`src/rtl/cr_pkg.sv`:
```
package cr_pkg;

    localparam int ADDR_W  = 16;
    localparam int DATA_W  = 8;
    localparam int OP_W    = 4;
    localparam int LEN_W   = 2;
    localparam int MAX_CYC = 8;
    localparam int CNT_W   = $clog2(MAX_CYC + 1);
    localparam int OFF_W   = 3;

    typedef enum logic [OP_W-1:0] {
        OP_CALL      = 4'd0,
        OP_CALL_TBL  = 4'd1,
        OP_RET       = 4'd2,
        OP_RET_INT   = 4'd3,
        OP_PUSH_ST   = 4'd4,
        OP_POP_ST    = 4'd5,
        OP_PUSH_PAIR = 4'd6,
        OP_POP_PAIR  = 4'd7,
        OP_SP_LOAD   = 4'd8,
        OP_SP_READ   = 4'd9
    } op_e;

    typedef enum logic [1:0] {ACC_IDLE, ACC_WRITE, ACC_READ} acc_kind_e;
    typedef enum logic {BASE_STACK, BASE_TABLE} base_e;
    typedef enum logic [2:0] {WS_RET_HI, WS_RET_LO, WS_STAT, WS_PAIR_HI, WS_PAIR_LO} wsrc_e;
    typedef enum logic [2:0] {DST_NONE, DST_PC_LO, DST_PC_HI, DST_STAT, DST_PAIR_LO, DST_PAIR_HI} dst_e;

    // one memory step: kind, base, signed offset, write source, read destination
    typedef struct packed {
        acc_kind_e        kind;
        base_e            base;
        logic [OFF_W-1:0] off;
        wsrc_e            src;
        dst_e             dst;
    } acc_t;

    function automatic acc_t mk_acc(input acc_kind_e k, input base_e b,
                                    input logic [OFF_W-1:0] o, input wsrc_e s,
                                    input dst_e d);
        acc_t a;
        a.kind = k;
        a.base = b;
        a.off  = o;
        a.src  = s;
        a.dst  = d;
        return a;
    endfunction

    // fixed clock count of every operation; zero marks an undefined code
    function automatic logic [CNT_W-1:0] op_cycles(input logic [OP_W-1:0] op);
        logic [CNT_W-1:0] n;
        case (op)
            OP_CALL:      n = CNT_W'(6);
            OP_CALL_TBL:  n = CNT_W'(8);
            OP_RET:       n = CNT_W'(6);
            OP_RET_INT:   n = CNT_W'(8);
            OP_PUSH_ST:   n = CNT_W'(2);
            OP_POP_ST:    n = CNT_W'(4);
            OP_PUSH_PAIR: n = CNT_W'(4);
            OP_POP_PAIR:  n = CNT_W'(6);
            OP_SP_LOAD:   n = CNT_W'(8);
            OP_SP_READ:   n = CNT_W'(6);
            default:      n = '0;
        endcase
        return n;
    endfunction

    function automatic logic op_known(input logic [OP_W-1:0] op);
        return op_cycles(op) != '0;
    endfunction

endpackage

```
`src/rtl/cr_step_ctr.sv`:
```
module cr_step_ctr #(
    parameter int CNT_W = 4
) (
    input  logic             clk,
    input  logic             rst_n,
    input  logic             load,
    input  logic [CNT_W-1:0] len,
    output logic             busy,
    output logic [CNT_W-1:0] step,
    output logic             last
);

    typedef struct packed {
        logic             busy;
        logic [CNT_W-1:0] step;
        logic [CNT_W-1:0] len;
    } ctr_t;

    ctr_t c_d, c_q;

    always_comb begin
        c_d = c_q;
        if (c_q.busy) begin
            if (c_q.step == c_q.len - 1'b1) begin
                c_d.busy = 1'b0;
                c_d.step = '0;
            end else begin
                c_d.step = c_q.step + 1'b1;
            end
        end
        if (load) begin
            c_d.busy = 1'b1;
            c_d.step = '0;
            c_d.len  = len;
        end
    end

    always_ff @(posedge clk or negedge rst_n) begin
        if (!rst_n) c_q <= '0;
        else        c_q <= c_d;
    end

    assign busy = c_q.busy;
    assign step = c_q.step;
    assign last = c_q.busy && (c_q.step == c_q.len - 1'b1);


    step_range_chk: assert property (@(posedge clk) disable iff (!rst_n)
        c_q.busy |-> (c_q.step < c_q.len));


    no_reload_chk: assert property (@(posedge clk) disable iff (!rst_n)
        (c_q.busy && !last) |=> (c_q.len == $past(c_q.len)));

endmodule

```
`src/rtl/cr_plan.sv`:
```
module cr_plan
    import cr_pkg::*;
(
    input  op_e              op,
    input  logic [CNT_W-1:0] step,
    output acc_t             acc
);

    localparam logic [OFF_W-1:0] OFF_M2 = OFF_W'(-2);
    localparam logic [OFF_W-1:0] OFF_M1 = OFF_W'(-1);
    localparam logic [OFF_W-1:0] OFF_0  = OFF_W'(0);
    localparam logic [OFF_W-1:0] OFF_P1 = OFF_W'(1);
    localparam logic [OFF_W-1:0] OFF_P2 = OFF_W'(2);

    acc_t idle_a;
    assign idle_a = mk_acc(ACC_IDLE, BASE_STACK, OFF_0, WS_STAT, DST_NONE);

    always_comb begin
        acc = idle_a;
        case (op)
            OP_CALL, OP_CALL_TBL: begin
                case (step)
                    CNT_W'(0): acc = mk_acc(ACC_WRITE, BASE_STACK, OFF_M1, WS_RET_HI, DST_NONE);
                    CNT_W'(1): acc = mk_acc(ACC_WRITE, BASE_STACK, OFF_M2, WS_RET_LO, DST_NONE);
                    CNT_W'(2): if (op == OP_CALL_TBL)
                                   acc = mk_acc(ACC_READ, BASE_TABLE, OFF_0, WS_STAT, DST_PC_LO);
                    CNT_W'(3): if (op == OP_CALL_TBL)
                                   acc = mk_acc(ACC_READ, BASE_TABLE, OFF_P1, WS_STAT, DST_PC_HI);
                    default:   acc = idle_a;
                endcase
            end
            OP_RET, OP_RET_INT: begin
                case (step)
                    CNT_W'(0): acc = mk_acc(ACC_READ, BASE_STACK, OFF_0, WS_STAT, DST_PC_LO);
                    CNT_W'(1): acc = mk_acc(ACC_READ, BASE_STACK, OFF_P1, WS_STAT, DST_PC_HI);
                    CNT_W'(2): if (op == OP_RET_INT)
                                   acc = mk_acc(ACC_READ, BASE_STACK, OFF_P2, WS_STAT, DST_STAT);
                    default:   acc = idle_a;
                endcase
            end
            OP_PUSH_ST: begin
                if (step == '0) acc = mk_acc(ACC_WRITE, BASE_STACK, OFF_M1, WS_STAT, DST_NONE);
            end
            OP_POP_ST: begin
                if (step == '0) acc = mk_acc(ACC_READ, BASE_STACK, OFF_0, WS_STAT, DST_STAT);
            end
            OP_PUSH_PAIR: begin
                case (step)
                    CNT_W'(0): acc = mk_acc(ACC_WRITE, BASE_STACK, OFF_M1, WS_PAIR_HI, DST_NONE);
                    CNT_W'(1): acc = mk_acc(ACC_WRITE, BASE_STACK, OFF_M2, WS_PAIR_LO, DST_NONE);
                    default:   acc = idle_a;
                endcase
            end
            OP_POP_PAIR: begin
                case (step)
                    CNT_W'(0): acc = mk_acc(ACC_READ, BASE_STACK, OFF_0, WS_STAT, DST_PAIR_LO);
                    CNT_W'(1): acc = mk_acc(ACC_READ, BASE_STACK, OFF_P1, WS_STAT, DST_PAIR_HI);
                    default:   acc = idle_a;
                endcase
            end
            default: acc = idle_a;
        endcase
    end

endmodule

```
`src/rtl/cr_stack_seq.sv`:
```
module cr_stack_seq
    import cr_pkg::*;
#(
    parameter logic [ADDR_W-1:0] SP_RESET = 16'hFE20
) (
    input  logic              clk,
    input  logic              rst_n,
    input  logic              start,
    input  logic [OP_W-1:0]   op_code,
    input  logic [ADDR_W-1:0] pc_cur,
    input  logic [LEN_W-1:0]  inst_len,
    input  logic [ADDR_W-1:0] target,
    input  logic [DATA_W-1:0] tbl_idx,
    input  logic [ADDR_W-1:0] pair_in,
    input  logic [DATA_W-1:0] stat_cur,
    output logic              busy,
    output logic              done,
    output logic [ADDR_W-1:0] mem_addr,
    output logic [DATA_W-1:0] mem_wdata,
    output logic              mem_we,
    input  logic [DATA_W-1:0] mem_rdata,
    output logic [ADDR_W-1:0] pc_new,
    output logic              pc_load,
    output logic [ADDR_W-1:0] sp,
    output logic [DATA_W-1:0] stat_new,
    output logic              stat_load,
    output logic [ADDR_W-1:0] pair_new,
    output logic              pair_load
);

    localparam int PAGE_W = ADDR_W - DATA_W;

    typedef struct packed {
        op_e               op;
        logic [ADDR_W-1:0] ret;
        logic [ADDR_W-1:0] tgt;
        logic [DATA_W-1:0] idx;
        logic [ADDR_W-1:0] pair;
        logic [DATA_W-1:0] stat;
        logic [DATA_W-1:0] rd_pc_lo;
        logic [DATA_W-1:0] rd_pc_hi;
        logic [DATA_W-1:0] rd_stat;
        logic [DATA_W-1:0] rd_pr_lo;
        logic [DATA_W-1:0] rd_pr_hi;
        logic [ADDR_W-1:0] sp;
        logic [ADDR_W-1:0] pc_out;
        logic [DATA_W-1:0] st_out;
        logic [ADDR_W-1:0] pr_out;
        logic              pc_ld;
        logic              st_ld;
        logic              pr_ld;
        logic              done;
    } seq_t;

    seq_t s_d, s_q;

    logic             accept;
    logic             busy_w;
    logic             last_w;
    logic [CNT_W-1:0] step_w;
    logic [CNT_W-1:0] len_w;
    acc_t             acc_w;
    logic             rd_en;
    logic [ADDR_W-1:0] off_ext;
    logic [DATA_W-1:0] tbl_lo;

    assign len_w  = op_cycles(op_code);
    assign accept = start && !busy_w && op_known(op_code);

    cr_step_ctr #(.CNT_W(CNT_W)) u_ctr (
        .clk   (clk),
        .rst_n (rst_n),
        .load  (accept),
        .len   (len_w),
        .busy  (busy_w),
        .step  (step_w),
        .last  (last_w)
    );

    cr_plan u_plan (
        .op   (s_q.op),
        .step (step_w),
        .acc  (acc_w)
    );

    // memory port: stack accesses wrap in 64K, table accesses wrap in page zero
    assign off_ext = {{(ADDR_W-OFF_W){acc_w.off[OFF_W-1]}}, acc_w.off};
    assign tbl_lo  = s_q.idx + off_ext[DATA_W-1:0];
    assign rd_en   = busy_w && (acc_w.kind == ACC_READ);

    always_comb begin
        if (acc_w.base == BASE_TABLE) mem_addr = {{PAGE_W{1'b0}}, tbl_lo};
        else                          mem_addr = s_q.sp + off_ext;
        mem_we = busy_w && (acc_w.kind == ACC_WRITE);
        case (acc_w.src)
            WS_RET_HI:  mem_wdata = s_q.ret[ADDR_W-1:DATA_W];
            WS_RET_LO:  mem_wdata = s_q.ret[DATA_W-1:0];
            WS_STAT:    mem_wdata = s_q.stat;
            WS_PAIR_HI: mem_wdata = s_q.pair[ADDR_W-1:DATA_W];
            WS_PAIR_LO: mem_wdata = s_q.pair[DATA_W-1:0];
            default:    mem_wdata = '0;
        endcase
    end

    always_comb begin
        s_d       = s_q;
        s_d.done  = 1'b0;
        s_d.pc_ld = 1'b0;
        s_d.st_ld = 1'b0;
        s_d.pr_ld = 1'b0;

        if (accept) begin
            s_d.op   = op_e'(op_code);
            s_d.ret  = pc_cur + ADDR_W'(inst_len);
            s_d.tgt  = target;
            s_d.idx  = tbl_idx;
            s_d.pair = pair_in;
            s_d.stat = stat_cur;
        end

        if (rd_en) begin
            case (acc_w.dst)
                DST_PC_LO:   s_d.rd_pc_lo = mem_rdata;
                DST_PC_HI:   s_d.rd_pc_hi = mem_rdata;
                DST_STAT:    s_d.rd_stat  = mem_rdata;
                DST_PAIR_LO: s_d.rd_pr_lo = mem_rdata;
                DST_PAIR_HI: s_d.rd_pr_hi = mem_rdata;
                default:     ;
            endcase
        end

        // final edge: every read has been captured in an earlier step
        if (busy_w && last_w) begin
            s_d.done = 1'b1;
            case (s_q.op)
                OP_CALL: begin
                    s_d.pc_out = s_q.tgt;
                    s_d.pc_ld  = 1'b1;
                    s_d.sp     = s_q.sp - ADDR_W'(2);
                end
                OP_CALL_TBL: begin
                    s_d.pc_out = {s_q.rd_pc_hi, s_q.rd_pc_lo};
                    s_d.pc_ld  = 1'b1;
                    s_d.sp     = s_q.sp - ADDR_W'(2);
                end
                OP_RET: begin
                    s_d.pc_out = {s_q.rd_pc_hi, s_q.rd_pc_lo};
                    s_d.pc_ld  = 1'b1;
                    s_d.sp     = s_q.sp + ADDR_W'(2);
                end
                OP_RET_INT: begin
                    s_d.pc_out = {s_q.rd_pc_hi, s_q.rd_pc_lo};
                    s_d.pc_ld  = 1'b1;
                    s_d.st_out = s_q.rd_stat;
                    s_d.st_ld  = 1'b1;
                    s_d.sp     = s_q.sp + ADDR_W'(3);
                end
                OP_PUSH_ST: begin
                    s_d.sp = s_q.sp - ADDR_W'(1);
                end
                OP_POP_ST: begin
                    s_d.st_out = s_q.rd_stat;
                    s_d.st_ld  = 1'b1;
                    s_d.sp     = s_q.sp + ADDR_W'(1);
                end
                OP_PUSH_PAIR: begin
                    s_d.sp = s_q.sp - ADDR_W'(2);
                end
                OP_POP_PAIR: begin
                    s_d.pr_out = {s_q.rd_pr_hi, s_q.rd_pr_lo};
                    s_d.pr_ld  = 1'b1;
                    s_d.sp     = s_q.sp + ADDR_W'(2);
                end
                OP_SP_LOAD: begin
                    s_d.sp = s_q.pair;
                end
                OP_SP_READ: begin
                    s_d.pr_out = s_q.sp;
                    s_d.pr_ld  = 1'b1;
                end
                default: ;
            endcase
        end
    end

    always_ff @(posedge clk or negedge rst_n) begin
        if (!rst_n) begin
            s_q    <= '0;
            s_q.op <= OP_CALL;
            s_q.sp <= SP_RESET;
        end else begin
            s_q <= s_d;
        end
    end

    assign busy      = busy_w;
    assign done      = s_q.done;
    assign sp        = s_q.sp;
    assign pc_new    = s_q.pc_out;
    assign pc_load   = s_q.pc_ld;
    assign stat_new  = s_q.st_out;
    assign stat_load = s_q.st_ld;
    assign pair_new  = s_q.pr_out;
    assign pair_load = s_q.pr_ld;

    // checker state: busy cycles since the last accepted start
    logic [CNT_W:0] chk_cyc_q;
    always_ff @(posedge clk or negedge rst_n) begin
        if (!rst_n)      chk_cyc_q <= '0;
        else if (accept) chk_cyc_q <= '0;
        else if (busy_w) chk_cyc_q <= chk_cyc_q + 1'b1;
    end


    cyc_len_chk: assert property (@(posedge clk) disable iff (!rst_n)
        done |-> (chk_cyc_q == {1'b0, op_cycles(s_q.op)}));


    sp_hold_chk: assert property (@(posedge clk) disable iff (!rst_n)
        (busy && $past(busy)) |-> $stable(sp));


    wr_idle_chk: assert property (@(posedge clk) disable iff (!rst_n)
        mem_we |-> busy);


    load_strobe_chk: assert property (@(posedge clk) disable iff (!rst_n)
        (pc_load || stat_load || pair_load) |-> done);


    busy_rise_chk: assert property (@(posedge clk) disable iff (!rst_n)
        $rose(busy) |-> $past(start));


    call_wrap_chk: assert property (@(posedge clk) disable iff (!rst_n)
        (done && s_q.op == OP_CALL) |-> (sp == $past(sp) - 16'd2));


    done_pulse_chk: assert property (@(posedge clk) disable iff (!rst_n)
        done |=> !done);

endmodule

```
`config.mk`:
```
export PLATFORM = sky130hd
export DESIGN_NAME = cr_stack_seq
export DESIGN_NICKNAME = d
export VERILOG_FILES = /design/src/rtl/cr_pkg.sv /design/src/rtl/cr_step_ctr.sv /design/src/rtl/cr_plan.sv /design/src/rtl/cr_stack_seq.sv
export SDC_FILE = /design/constraint.sdc
export NUM_CORES = 1
export LEC_CHECK = 0
export ABC_AREA = 1
export CAP_MARGIN = 20
export CORE_UTILIZATION = 50
export CTS_CLUSTER_SIZE = 20
export DETAILED_ROUTE_END_ITERATION = 10
export PLACE_DENSITY_LB_ADDON = 0.3
export SLEW_MARGIN = 5
export SYNTH_ARGS = -nofsm -noshare
export SYNTH_HDL_FRONTEND = slang
export SYNTH_SLANG_ARGS = --single-unit
```
`constraint.sdc`:
```
create_clock -name clk -period 4.7 [get_ports clk]
set_clock_uncertainty 0.15 [all_clocks]
set_input_delay 1.41 -clock clk [delete_from_list [all_inputs] [get_ports clk]]
set_output_delay 1.41 -clock clk [all_outputs]
set_load 0.02 [all_outputs]
```
; Word level (Yosys, flattened, before mapping)
; Memories as Yosys holds them, arrays and structs flattened.
; Index checks and enable logic that the tools add are counted.
[classes]
addsub = 10
eq_ne = 24
mux = 23
n_reduce_logical = 32
[ops]
columns = op, count
row1 = $pmux 16 s6, 1
row2 = $pmux 12 s6, 1
row3 = $pmux 16 s2, 2
row4 = $mux 12, 4
row5 = $pmux 12 s4, 1
row6 = $pmux 8 s5, 1
row7 = $pmux 12 s3, 1
row8 = $add 16x2->16 const B, 2
row9 = $pmux 12 s2, 1
row10 = $pmux 11 s2, 1
row11 = $reduce_and 2->1, 9
row12 = $add 16x1->16 const B, 1
row13 = $add 16x16->16, 1
row14 = $add 16x2->16, 1
row15 = $eq 4x2->1 const B, 4
row16 = $eq 4x3->1 const B, 4
row17 = $mux 16, 1
row18 = $sub 16x1->16 const B, 1
row19 = $sub 16x2->16 const B, 1
row20 = $eq 3x2->1 const B, 4
row21 = $mux 11, 1
row22 = $reduce_or 2->1, 5
row23 = $eq 3x3->1 const B, 3
row24 = $mux 9, 1
row25 = 21 further kinds, 37
[word_totals]
ff_bits = 177
rom_bits = 96
out_inout_bits = 86
word_cells = 113
mem_count = 2
[mem_list]
columns = name, words, word_bits, read_ports, rd_clocked_by_memory_dff, wr, line
row1 = (name not given), 16, 3, 1, 0, 0, cr_pkg.sv:53  ; case (op)
row2 = (name not given), 16, 3, 1, 0, 0, cr_pkg.sv:53

; Longest topological paths before layout
; Gate-level depths: netlist (run 1).
[logic_depth]
depth_word = 7
mapped_depth = 19

; Cells and area by module
; Synthesis (run 1) repeated with hierarchy kept, for this count alone.
[unflattened]
cells_unflattened = 1561
area_unflattened_um2 = 11508.5
[modules_own_cells]
columns = mod, n_inst, cells_per_inst, area_each_um2
row1 = cr_stack_seq, 1, 1411, 10588.9
row2 = cr_step_ctr, 1, 74, 566.8
row3 = cr_plan, 1, 76, 352.8

; Worst setup path before layout (run 1)
; OpenSTA, ideal clock, no wires.
[synth_path]
path_type = reg2out
startpoint = register u_ctr.c_q, in the netlist u_ctr.step[1]
endpoint = output mem_addr[14]
t_arrival_ps = 3029
required_ps = 3140
slack_ps = 111
stages_incl_launch_ff = 20
cell_sequence = dfrtp_1 > inv_1 > ha_1 > nand2_2 > or2_2 > buf_2 > o21ai_0 > a21oi_1 > nand3_1 > ha_1 > inv_1 > fa_1 > inv_1 > nand3_1 > nand2_1 > a21boi_0 > nand3b_1 > nand3_1 > nand2_1 > nor2_1
[synth_via]
elab_chain_cells = 5
word_cells_on_any_way = 12
cone_classes = 1 x add/sub / 3 x eq/ne / 7 x mux / 1 x reduce/logical
[synth_rtl]
columns = item, line
row1 = from (decl), cr_step_ctr.sv:19  ; ctr_t c_d, c_q;
row2 = from (signal assigned), cr_step_ctr.sv:39  ; if (!rst_n) c_q <= '0;
row3 = from (signal assigned), cr_step_ctr.sv:40  ; else c_q <= c_d;
row4 = "$eq 4x2->1, or another cell as far along", cr_plan.sv:22  ; case (step)
row5 = "$pmux 12 s4, or another cell as far along", cr_plan.sv:22
row6 = $pmux 12 s6 (*), cr_plan.sv:20  ; case (op)
row7 = $add 16x16->16, cr_stack_seq.sv:93  ; else mem_addr = s_q.sp + off_ext;
row8 = $mux 16 (*), cr_stack_seq.sv:92  ; if (acc_w.base == BASE_TABLE) mem_addr = {{PAGE_W{1'b0}}, tbl_lo};
row9 = to (decl), cr_stack_seq.sv:18  ; output logic [ADDR_W-1:0] mem_addr,
; Every way passes the cells marked *; elsewhere a longest branch is shown, timed or not.

; Final worst setup path (run 1)
[layout_path]
startpoint = register u_ctr.c_q, in the netlist u_ctr.step[0]
endpoint = output mem_addr[7]
[layout_via]
elab_chain_cells = 5
word_cells_on_any_way = 13
cone_classes = 2 x add/sub / 3 x eq/ne / 7 x mux / 1 x reduce/logical
[layout_rtl]
columns = item, line
row1 = "$eq 4x2->1, or another cell as far along", cr_plan.sv:22
row2 = "$pmux 12 s4, or another cell as far along", cr_plan.sv:22
row3 = $pmux 12 s6 (*), cr_plan.sv:20
row4 = $add 16x16->16 / $add 8x8->8 (equally long branches), "cr_stack_seq.sv:93, cr_stack_seq.sv:88"
row5 = $mux 16 (*), cr_stack_seq.sv:92
; Marks and branches as above.

==> impl_metrics.tcl, run 1 <==
set metrics [dict create \
    antennaDiodeCount 0 \
    nNetsFinal 1963 \
    syn_avg_cell_area_sq_um 7.11 \
    final_area_sq_um 14800 \
    first_pass_iters 5 \
    power.leakage_nw 7.55 \
    ant_nets 0 \
    total_power_w 0.0120 \
    drtIter0Drc 965 \
    slew_violations 0 \
    final_cells 2145 \
    cp_max_fo 5 \
    grt_use_total_pct 27.9 \
    ys_seq_area_share_pct 37.5 \
    die-area_sq_um 24200 \
    async_flop_share_pct 100 \
    cap_violations 0 \
    root_buffer "clkbuf_16" \
    status "completed" \
    clkTransAtPathRegs_ps 70 \
    area_growth_pct 25.5 \
    wl_um 33200 \
    hold_class "flop to flop" \
    crit_arrival_ps 3140 \
    grt_remaining_overflow 0 \
    synth_top_area_share_pct 35.7 \
    end_kind "output port" \
    synth_ff_type "dfrtp_1" \
    synth_edf_count 0 \
    postPlaceCellArea_sq_um 13700 \
    wl_per_cell_um 15.5 \
    synth_warnings 0 \
    setup.worst_path.start "u_ctr.step[0]" \
    critical_path_required_ps 3140 \
    synthesis.nets 1799 \
    cts_sinks 176 \
    criticalPathCategory "flop to output port" \
    antenna_found_initial 0 \
    worst_pin_slew_ps 794 \
    cts_buffer_depth 2 \
    clkPwrFrac_pct 12.0 \
    tritoncts "built" \
    drc 0 \
    dp.cells 2101 \
    synth.distinct_cells 47 \
    hold_start "s_q[133]" \
    globalplace.congestion 0.943 \
    pwr_density_cell_nw_per_um2 810 \
    swShare_pct 49.3 \
    postCtsHoldBufs 0 \
    critPathLaunchType "flop" \
    grt_pass1_vias 10600 \
    port_buffers 166 \
    ios 167 \
    synth_top_cells_by_area "dfrtp_1 36%, nand2_1 17%, ha_1 6.2%, inv_1 5.7%, nand3_1 5.6%" \
    finish.utilization_pct 64.7 \
    fmax_mhz 213 \
    synth_area_sq_um 11800 \
    cts_buffers 17 \
    dp_hpwl_um 25000 \
    min_period_ps 4700 \
    p_comb_share_pct 65.3 \
    synth_largest_area_cell "dfrtp_1" \
    cp_slowest_stage_delay_ps 450 \
    setup_viol 0 \
    core_sq_um 22800 \
    intPower_w 0.00607 \
    die_w_um 155 \
    slew_headroom_pct 47.0 \
    seqPwrFrac_pct 22.8 \
    num_vias 11200 \
    grt_start_max_net_pins 79 \
    grt_setup_unrepaired "yes" \
    crit_chain "ha_4 -> nand2_2 -> buf_4 -> nand2_1 -> nand2_4 -> nand2_8 -> buf_4 -> ha_2 -> nand2_1 -> inv_2 -> nand3_2 -> nand3_2 -> xor2_2 -> nand2_1 -> o21ai_0 -> buf_4 -> buf_2" \
    ir_worst_vdd_uv 581 \
    viasPerCell 5.22 \
    synth_seq_cells 176 \
    crit_slowest_cell "dfrtp_2" \
    grt_pass1_wl_um 53100 \
    drive_gt1_share_pct 13.6 \
    dieHeight_um 155 \
    clkLatencyLatePin_ps 440 \
    fp-row-count 55 \
    power_switching_w 0.00590 \
    h-tree-depth 4 \
    initial_utilization_pct 51.5 \
    reg2reg_from "s_q[167]" \
    synth_cells 1655 \
    final.period_utilization_pct 100 \
    hold_viol 0 \
]
-- cells in the final DEF (no fill, tap or decap), drive strengths merged, types with 18 or more instances in the layout --
cell type / synthesis / layout
nand2: 547 / 548
inv: 188 / 194
dfrtp: 168 / 168
nor2: 163 / 163
clkdlybuf4s50: 0 / 142
nand3: 134 / 134
buf: 75 / 89
a21oi: 81 / 81
o21ai: 80 / 80
ha: 58 / 58
a31oi: 22 / 22
clkbuf: 22 / 21
xor2: 18 / 18
-- through the flow --
stage	hold WS [ps]	TNS [ps]	worst slack [ps]
final	322	0	1.81
after global routing	346	-884	-197
after CTS	326	-423	-124
after detailed placement	308	-1960	-243
after global placement	304	-560	-125
after floorplan	292	0	111
-- kinds of logic (layout without fill, tap and decap cells) --
family	count (synthesis)	in the layout	share of synthesized area, %
simple gates	889	890	32.0
buf+inv	286	462	11.3
compound gates	207	207	9.60
flops	176	176	37.5
fa+ha+maj	63	63	7.02
xor+xnor	30	30	2.23
mux	4	4	0.340
-- Yosys cell counts, types with 11 or more instances --
cell type,n
o21ai_0,79
nand3_1,131
xor2_1,18
clkbuf_1,22
a31oi_1,22
nand2_1,534
nand2_2,11
ha_1,58
xnor2_1,12
a21oi_1,80
dfrtp_1,168
buf_4,61
nand4_1,11
nor3_1,14
nor2_1,148
inv_1,180
buf_2,12
-- area by class of cell --
cell class | count | area, sq um
tap | 313 | 392
clock inverter | 12 | 136
sequential | 176 | 4420
fill | 2033 | 8080
multi-input combinational | 1194 | 6360
timing repair buffer | 241 | 2290
inverter | 189 | 712
clock buffer | 20 | 467
-- critical path: cells and delay by family, from the launching register on --
| kind | cells | cell delay [ps] |
|---|---|---|
| AO/OA/AOI/OAI | 1 | 80 |
| XOR/XNOR | 1 | 190 |
| adder cells (fa/ha/maj) | 2 | 550 |
| buffers and inverters | 5 | 650 |
| flip-flops | 1 | 450 |
| AND/OR/NAND/NOR | 8 | 750 |
-- power groups by stage --
stage	Sequential, W	Clock (W)	Combinational [W]
2_1_floorplan	0.00256	0	0.00499
3_3_place_gp	0.00271	0	0.00713
3_5_place_dp	0.00272	0	0.00726
4_1_cts	0.00270	0.00145	0.00732
5_1_grt	0.00279	0.00151	0.00860
6_report	0.00272	0.00143	0.00781
-- sequential cells by signal, indices dropped and copies added (netlist names), 3 cells and up --
| signal | cells |
|---|---|
| sp | 16 |
| pair_new | 16 |
| u_ctr.c_q | 3 |
| s_q | 108 |
| u_ctr.step | 4 |
| stat_new | 8 |
| pc_new | 16 |
-- layer usage --
layer / vias up / global-route usage, % / part of all wire [%]
met1: 5167 / 38.4 / 45
li1: 5575 / - / -
met4: 0 / 10.2 / 2.6
met2: 378 / 44.7 / 46
met3: 70 / 4.15 / 5.7
met5: - / 0 / 0
-- worst paths after layout --
path                       slack, ps     endpoint  cells past startpoint
setup / recovery                   2  mem_addr[7]                     17
hold / removal                   320     s_q[133]                      2
setup reg to reg                1500        sp[8]                     14
hold reg to reg                  320     s_q[133]                      2
max in group asynchronous       2740    pc_new[5]                      2
min in group asynchronous        820    stat_load                      1
-- repair_timing --
item	in CTS	in global routing
pin swaps	3	31
setup buffers	1	9
gates cloned	0	2
setup endpoints to repair	16	24
resized for setup	84	96
No activity file was read; power rests on OpenSTA's default activity.
==> run 2: changes to the inputs <==
- MAX_ROUTING_LAYER: default -> met4
- PLACE_DENSITY: default -> 0.7
- PLACE_DENSITY_LB_ADDON: 0.3 -> default
==> run 2 against run 1 <==
Compared with the run above:
- the run now ends with setup timing left
- sequential share of layout area decreased by 0.084 points
- worst hold slack gained 2.6 ps
- via count is 1.0% lower
- total power fell by 0.39%
- sequential power about the same
- worst setup slack lost 40 ps
- clock power about the same
- clock-buffer cell count decreased by 1
- wire length shrank 0.71%
- first-iteration DRC count is 17% lower
- final cell count is 0.65% higher
- critical path type unchanged
- critical endpoint is now mem_addr[6]
==> impl_metrics.tcl, run 2 (synthesis results as in run 1) <==
set metrics [dict create \
    swShare_pct 49.0 \
    top_register "s_q" \
    critical_path_required_ps 3140 \
    root_buffer "clkbuf_16" \
    reg2reg_depth 14 \
    min_period_ps 4740 \
    grt_setup_unrepaired "yes" \
    power.leakage_nw 7.54 \
    final.period_utilization_pct 101 \
    finalSetupTns_ps -38.0 \
    slew_headroom_pct 43.2 \
    total_power_w 0.0119 \
    globalplace.congestion 0.906 \
    cts_buffers 17 \
    end_kind "output port" \
    drive_gt1_share_pct 14.3 \
    area_growth_pct 25.8 \
    intPower_w 0.00609 \
    num_vias 11100 \
    hold_viol 0 \
    grt_remaining_overflow 0 \
    drtIter0Drc 799 \
    crit_slowest_cell "dfrtp_1" \
    clkTransAtPathRegs_ps 80 \
    violations "setup timing" \
    fmax_mhz 211 \
    pwr_density_cell_nw_per_um2 805 \
    tritoncts "built" \
    h-tree-depth 4 \
    pre_cts_slack_ps -182 \
    setup_ws_ps -38.0 \
    clkPwrFrac_pct 11.9 \
    final_cells 2159 \
    postCtsHoldBufs 0 \
    nNetsFinal 1977 \
    ant_nets 0 \
    hold_depth 2 \
    antennaDiodeCount 0 \
    critPathLaunchType "flop" \
    antenna_found_initial 0 \
    path_common_cell "nand2_2" \
    largest_reg_flops 108 \
    viasPerCell 5.13 \
    worst_pin_slew_ps 849 \
    cp_max_fo 4 \
    dieHeight_um 155 \
    clkLatencyLatePin_ps 440 \
    seqPwrFrac_pct 22.6 \
    die_w_um 155 \
    grt_start_max_net_pins 71 \
    hold_class "flop to flop" \
    drc 0 \
    crit_chain "inv_2 -> ha_4 -> nand2_2 -> or2_4 -> o21ai_2 -> a21oi_1 -> nand3_1 -> buf_4 -> ha_4 -> fa_2 -> nand3_2 -> nand2_2 -> a21o_1 -> a21oi_2 -> buf_4 -> nand2_1 -> nand2_1 -> nand2_2 -> buf_6" \
    timing.hold.ws_ps 325 \
    wl_um 33000 \
    cp_slowest_stage_delay_ps 380 \
    criticalPathCategory "flop to output port" \
    layout_commonest_cell "nand2_1" \
    setup_viol 1 \
    slew_violations 0 \
    final_cell_mix "519 x nand2_1, 172 x inv_1, 167 x dfrtp_1" \
    port_buffers 166 \
    ir_worst_vdd_uv 456 \
    p_comb_share_pct 65.6 \
    cap_violations 0 \
    crit_arrival_ps 3180 \
    fp-row-count 55 \
    first_pass_iters 5 \
    initial_utilization_pct 51.5 \
    grt_use_total_pct 28.5 \
    dp_hpwl_um 24900 \
    grt_pass1_vias 10400 \
    power_switching_w 0.00584 \
    dp.cells 2116 \
    core_sq_um 22800 \
    cts_buffer_depth 2 \
    die-area_sq_um 24200 \
    ios 167 \
    wl_per_cell_um 15.3 \
    status "finished with violations" \
    cts_sinks 176 \
    grt_pass1_wl_um 52700 \
]
-- run 2: what timing repair did --
action | CTS | global route
resized for setup | 71 | 97
endpoints found under the hold margin | 0 | 0
buffers inserted | 1 | 9
pin swaps | 3 | 36
endpoints found under the setup margin | 15 | 24
-- run 2: power groups by stage --
stage	clock network [W]	registers, W	logic (W)
after floorplan	0	0.00256	0.00499
after global placement	0	0.00268	0.00732
after detailed placement	0	0.00269	0.00742
after CTS	0.00143	0.00268	0.00747
after global routing	0.00149	0.00276	0.00863
final	0.00141	0.00269	0.00782
-- run 2: metal layers --
| layer | vias to the layer above | share of wire (%) | track usage, % |
|---|---|---|---|
| met4 | 0 | 1.9 | 7.10 |
| met5 | - | 0 | - |
| li1 | 5602 | - | - |
| met2 | 265 | 47 | 45.1 |
| met3 | 42 | 4.2 | 4.18 |
| met1 | 5169 | 47 | 38.6 |
-- run 2: critical path, delay by kind of cell, from the launching register on --
kind / cells / cell delay (ps)
AO/OA/AOI/OAI: 4 / 520
adder cells (fa/ha/maj): 3 / 700
buffers and inverters: 4 / 500
flip-flops: 1 / 380
AND/OR/NAND/NOR: 8 / 650
-- run 2: cell type report --
| type | instances | area [sq um] |
|---|---|---|
| multi-input cells | 1193 | 6340 |
| flip-flops and latches | 176 | 4420 |
| repair buffers | 256 | 2360 |
| clock buffers | 19 | 443 |
| fillers | 2078 | 8040 |
| inverters | 189 | 712 |
| clock inverters | 13 | 144 |
| well taps | 313 | 392 |
-- run 2: worst paths after layout --
check / start / to / slack, ps
setup / recovery: u_ctr.step[1] / mem_addr[6] / -40
min in group asynchronous: rst_n / stat_load / 830
setup reg to reg: s_q[166] / sp[8] / 1370
hold reg to reg: s_q[81] / s_q[81] / 320
max in group asynchronous: rst_n / u_ctr.step[0] / 2700
hold / removal: s_q[81] / s_q[81] / 320
-- run 2: metrics by stage --
step | instance area, sq um | utilization (%)
final | 14800 | 64.8
after global routing | 14800 | 64.8
after CTS | 14500 | 63.3
after detailed placement | 13800 | 60.5
after global placement | 13800 | 60.5
after floorplan | 11800 | -
==> run 3: changes to the inputs <==
- CAP_MARGIN: 20 -> 30
- PLACE_DENSITY: 0.7 -> 0.78
- SYNTH_HIERARCHICAL: default -> 1
==> run 3 against run 2 <==
Compared with the run above:
- the run still ends with setup timing left
- total power rose by 12%
- final cell count fell by 5.3%
- largest power group unchanged
- design area fell by 0.52%
- global-route usage rose by 0.74 points
- area after synthesis fell by 2.2%
- critical endpoint is now mem_wdata[6]
- combinational power rose by 18%
- register-to-register slack got worse by 180 ps
- sequential share of layout area rose by 0.34 points
- synthesized cell count fell by 5.7%
==> impl_metrics.tcl, run 3 <==
set metrics [dict create \
    status "finished with violations" \
    violations "setup timing" \
    cts_buffer_depth 2 \
    top_register "s_q" \
    critical_path_required_ps 3140 \
    ant_nets 0 \
    synthesis.nets 1689 \
    die-area_sq_um 23600 \
    async_flop_share_pct 100 \
    synthSimpleGateAreaFrac_pct 26.8 \
    ios 167 \
    port_buffers 166 \
    grt_pass1_vias 10500 \
    min_period_ps 4710 \
    dieHeight_um 154 \
    hold_class "flop to flop" \
    slew_headroom_pct 46.3 \
    initial_utilization_pct 51.0 \
    core_sq_um 22600 \
    ir_worst_vdd_uv 646 \
    synth.distinct_cells 56 \
    largest_reg_flops 108 \
    clkLatencyLatePin_ps 450 \
    muxShareOfSynthArea_pct 0.185 \
    synth_compound_area_share_pct 15.8 \
    synth_top_area_share_pct 36.7 \
    tritoncts "built" \
    layout_commonest_cell "nand2_1" \
    postCtsHoldBufs 0 \
    first_pass_iters 7 \
    grt_use_total_pct 29.3 \
    antennaDiodeCount 0 \
    criticalPathCategory "flop to output port" \
    ys_seq_area_share_pct 38.6 \
    crit_slowest_cell "clkdlybuf4s50_1" \
    cap_violations 0 \
    total_power_w 0.0134 \
    crit_chain "inv_2 -> nand2_2 -> nor2_4 -> inv_2 -> o21ai_2 -> nand3_1 -> o21ai_0 -> a21oi_1 -> o211ai_1 -> clkdlybuf4s50_1" \
    globalplace.congestion 0.988 \
    h-tree-depth 4 \
    path_common_cell "inv_2" \
    num_vias 11200 \
    setup_viol 1 \
    drtIter0Drc 882 \
    final.period_utilization_pct 100 \
    synth_xor_area_share_pct 1.76 \
    synth_seq_cells 177 \
    grt_start_max_net_pins 67 \
    synth_warnings 6 \
    root_buffer "clkbuf_16" \
    setup_ws_ps -6.73 \
    slew_violations 0 \
    power.leakage_nw 7.32 \
    wl_um 33400 \
    syn_avg_cell_area_sq_um 7.37 \
    crit_arrival_ps 3150 \
    drive_gt1_share_pct 18.0 \
    grt_setup_unrepaired "yes" \
    synth_top_cells_by_area "dfrtp_1 37%, nand2_1 14%, o21ai_0 6.0%, inv_1 5.2%, ha_1 4.7%" \
    synth.most_common_cell "nand2_1" \
    synth_largest_area_cell "dfrtp_1" \
    synthTopCellsByCount "437 x nand2_1, 169 x dfrtp_1, 159 x inv_1, 139 x o21ai_0, 105 x nor2_1" \
    fmax_mhz 212 \
    synthAdderAreaFrac_pct 5.37 \
    n_fill_cell 1909 \
    synth_edf_count 0 \
    cp_slowest_stage_delay_ps 650 \
    path_buf_inv 3 \
    cts_buffers 17 \
    antenna_found_initial 0 \
    synth_top_family_by_area "simple AND/OR/NAND/NOR gates" \
    die_w_um 154 \
    grt_remaining_overflow 0 \
    synth_area_sq_um 11500 \
    r2r_setup_slack_ps 1190 \
    viasPerCell 5.47 \
    worst_pin_slew_ps 803 \
    drc 0 \
    dp.cells 1995 \
    clkTransAtPathRegs_ps 90 \
    cp_max_fo 8 \
    nNetsFinal 1875 \
    dp_hpwl_um 24900 \
    path_delay_family "buffers and inverters" \
    hold_viol 0 \
    wl_per_cell_um 16.3 \
    synth_ff_type "dfrtp_1" \
    final_cell_mix "421 x nand2_1, 167 x dfrtp_1, 151 x inv_1" \
    grt_pass1_wl_um 53100 \
    final_cells 2045 \
    end_kind "output port" \
    cts_sinks 177 \
    area_growth_pct 28.0 \
    fp-row-count 55 \
    critPathLaunchType "flop" \
    synth_cells 1561 \
    pwr_density_cell_nw_per_um2 906 \
]
## run 3: cell types whose count changed after synthesis, moves of 9 or more
cell      change
nand2_1      -97
ha_1         -15
inv_1        -21
nand3_1      -39
a21oi_1      +12
o21ai_0      +60
nor2_1       -43
clkbuf_1      +9
o22ai_1      +10
## run 3: area by class of cell
cell class / count / area [sq um] / share of cell area [%]
well taps: 285 / 357 / 2.42
multi-input cells: 1106 / 6170 / 41.9
clock inverters: 15 / 218 / 1.48
clock buffers: 17 / 425 / 2.89
inverters: 171 / 646 / 4.38
repair buffers: 274 / 2480 / 16.8
flip-flops and latches: 177 / 4440 / 30.2
## run 3: logic make-up after synthesis
logic type,after synthesis
mux,2
xor+xnor,21
fa+ha+maj,47
other cells,1
simple gates,714
flops,177
compound gates,321
buf+inv,278
## run 3: worst paths after layout
kind / startpoint / to / cells after the start
setup / recovery: u_ctr/step[1] / mem_wdata[6] / 10
hold / removal: stat_new[2] / stat_new[2] / 2
setup reg to reg: s_q[166] / sp[15] / 17
hold reg to reg: stat_new[2] / stat_new[2] / 2
max in group asynchronous: rst_n / pc_new[2] / 2
min in group asynchronous: rst_n / s_q[144] / 1
## run 3: per-stage QoR
| stage | utilization [%] | hold slack, ps | setup TNS, ps | worst slack, ps | area [sq um] |
|---|---|---|---|---|---|
| after global routing | 65.3 | 361 | -1170 | -157 | 14700 |
| after floorplan | - | 293 | 0 | 9.71 | 11500 |
| after global placement | 60.1 | 307 | -1180 | -322 | 13600 |
| final | 65.3 | 332 | -6.73 | -6.73 | 14700 |
| after CTS | 63.6 | 337 | -791 | -154 | 14400 |
| after detailed placement | 60.1 | 314 | -2070 | -414 | 13600 |
## run 3: what timing repair did
item,CTS,global route
gates cloned,0,0
buffers inserted,7,11
hold endpoints to repair,0,0
pin swaps,14,26
endpoints found under the setup margin,23,24
gates resized for setup,81,99
## run 3: worst register-to-register path, delay by kind of cell (launching register included)
family	cells	cell delay (ps)
AOI/OAI and AO/OA	5	990
and+or+nand+nor	7	720
adders and majority gates	1	390
buffers and inverters	4	730
DFF	1	430
## run 3: report_power, final
group / switching [W] / internal, W
Sequential: 0.000448 / 0.00213
Combinational: 0.00546 / 0.00379
Clock: 0.000775 / 0.000747
Total: 0.00668 / 0.00667
## run 3: per-layer routing
layer	wire (um)	vias to the layer above	global-route usage, %	share of wire [%]
met3	1900	55	4.68	5.7
met5	0	-	-	0
met2	15600	397	45.3	47
met4	839	0	9.76	2.5
met1	15100	5271	39.2	45
li1	-	5454	-	-
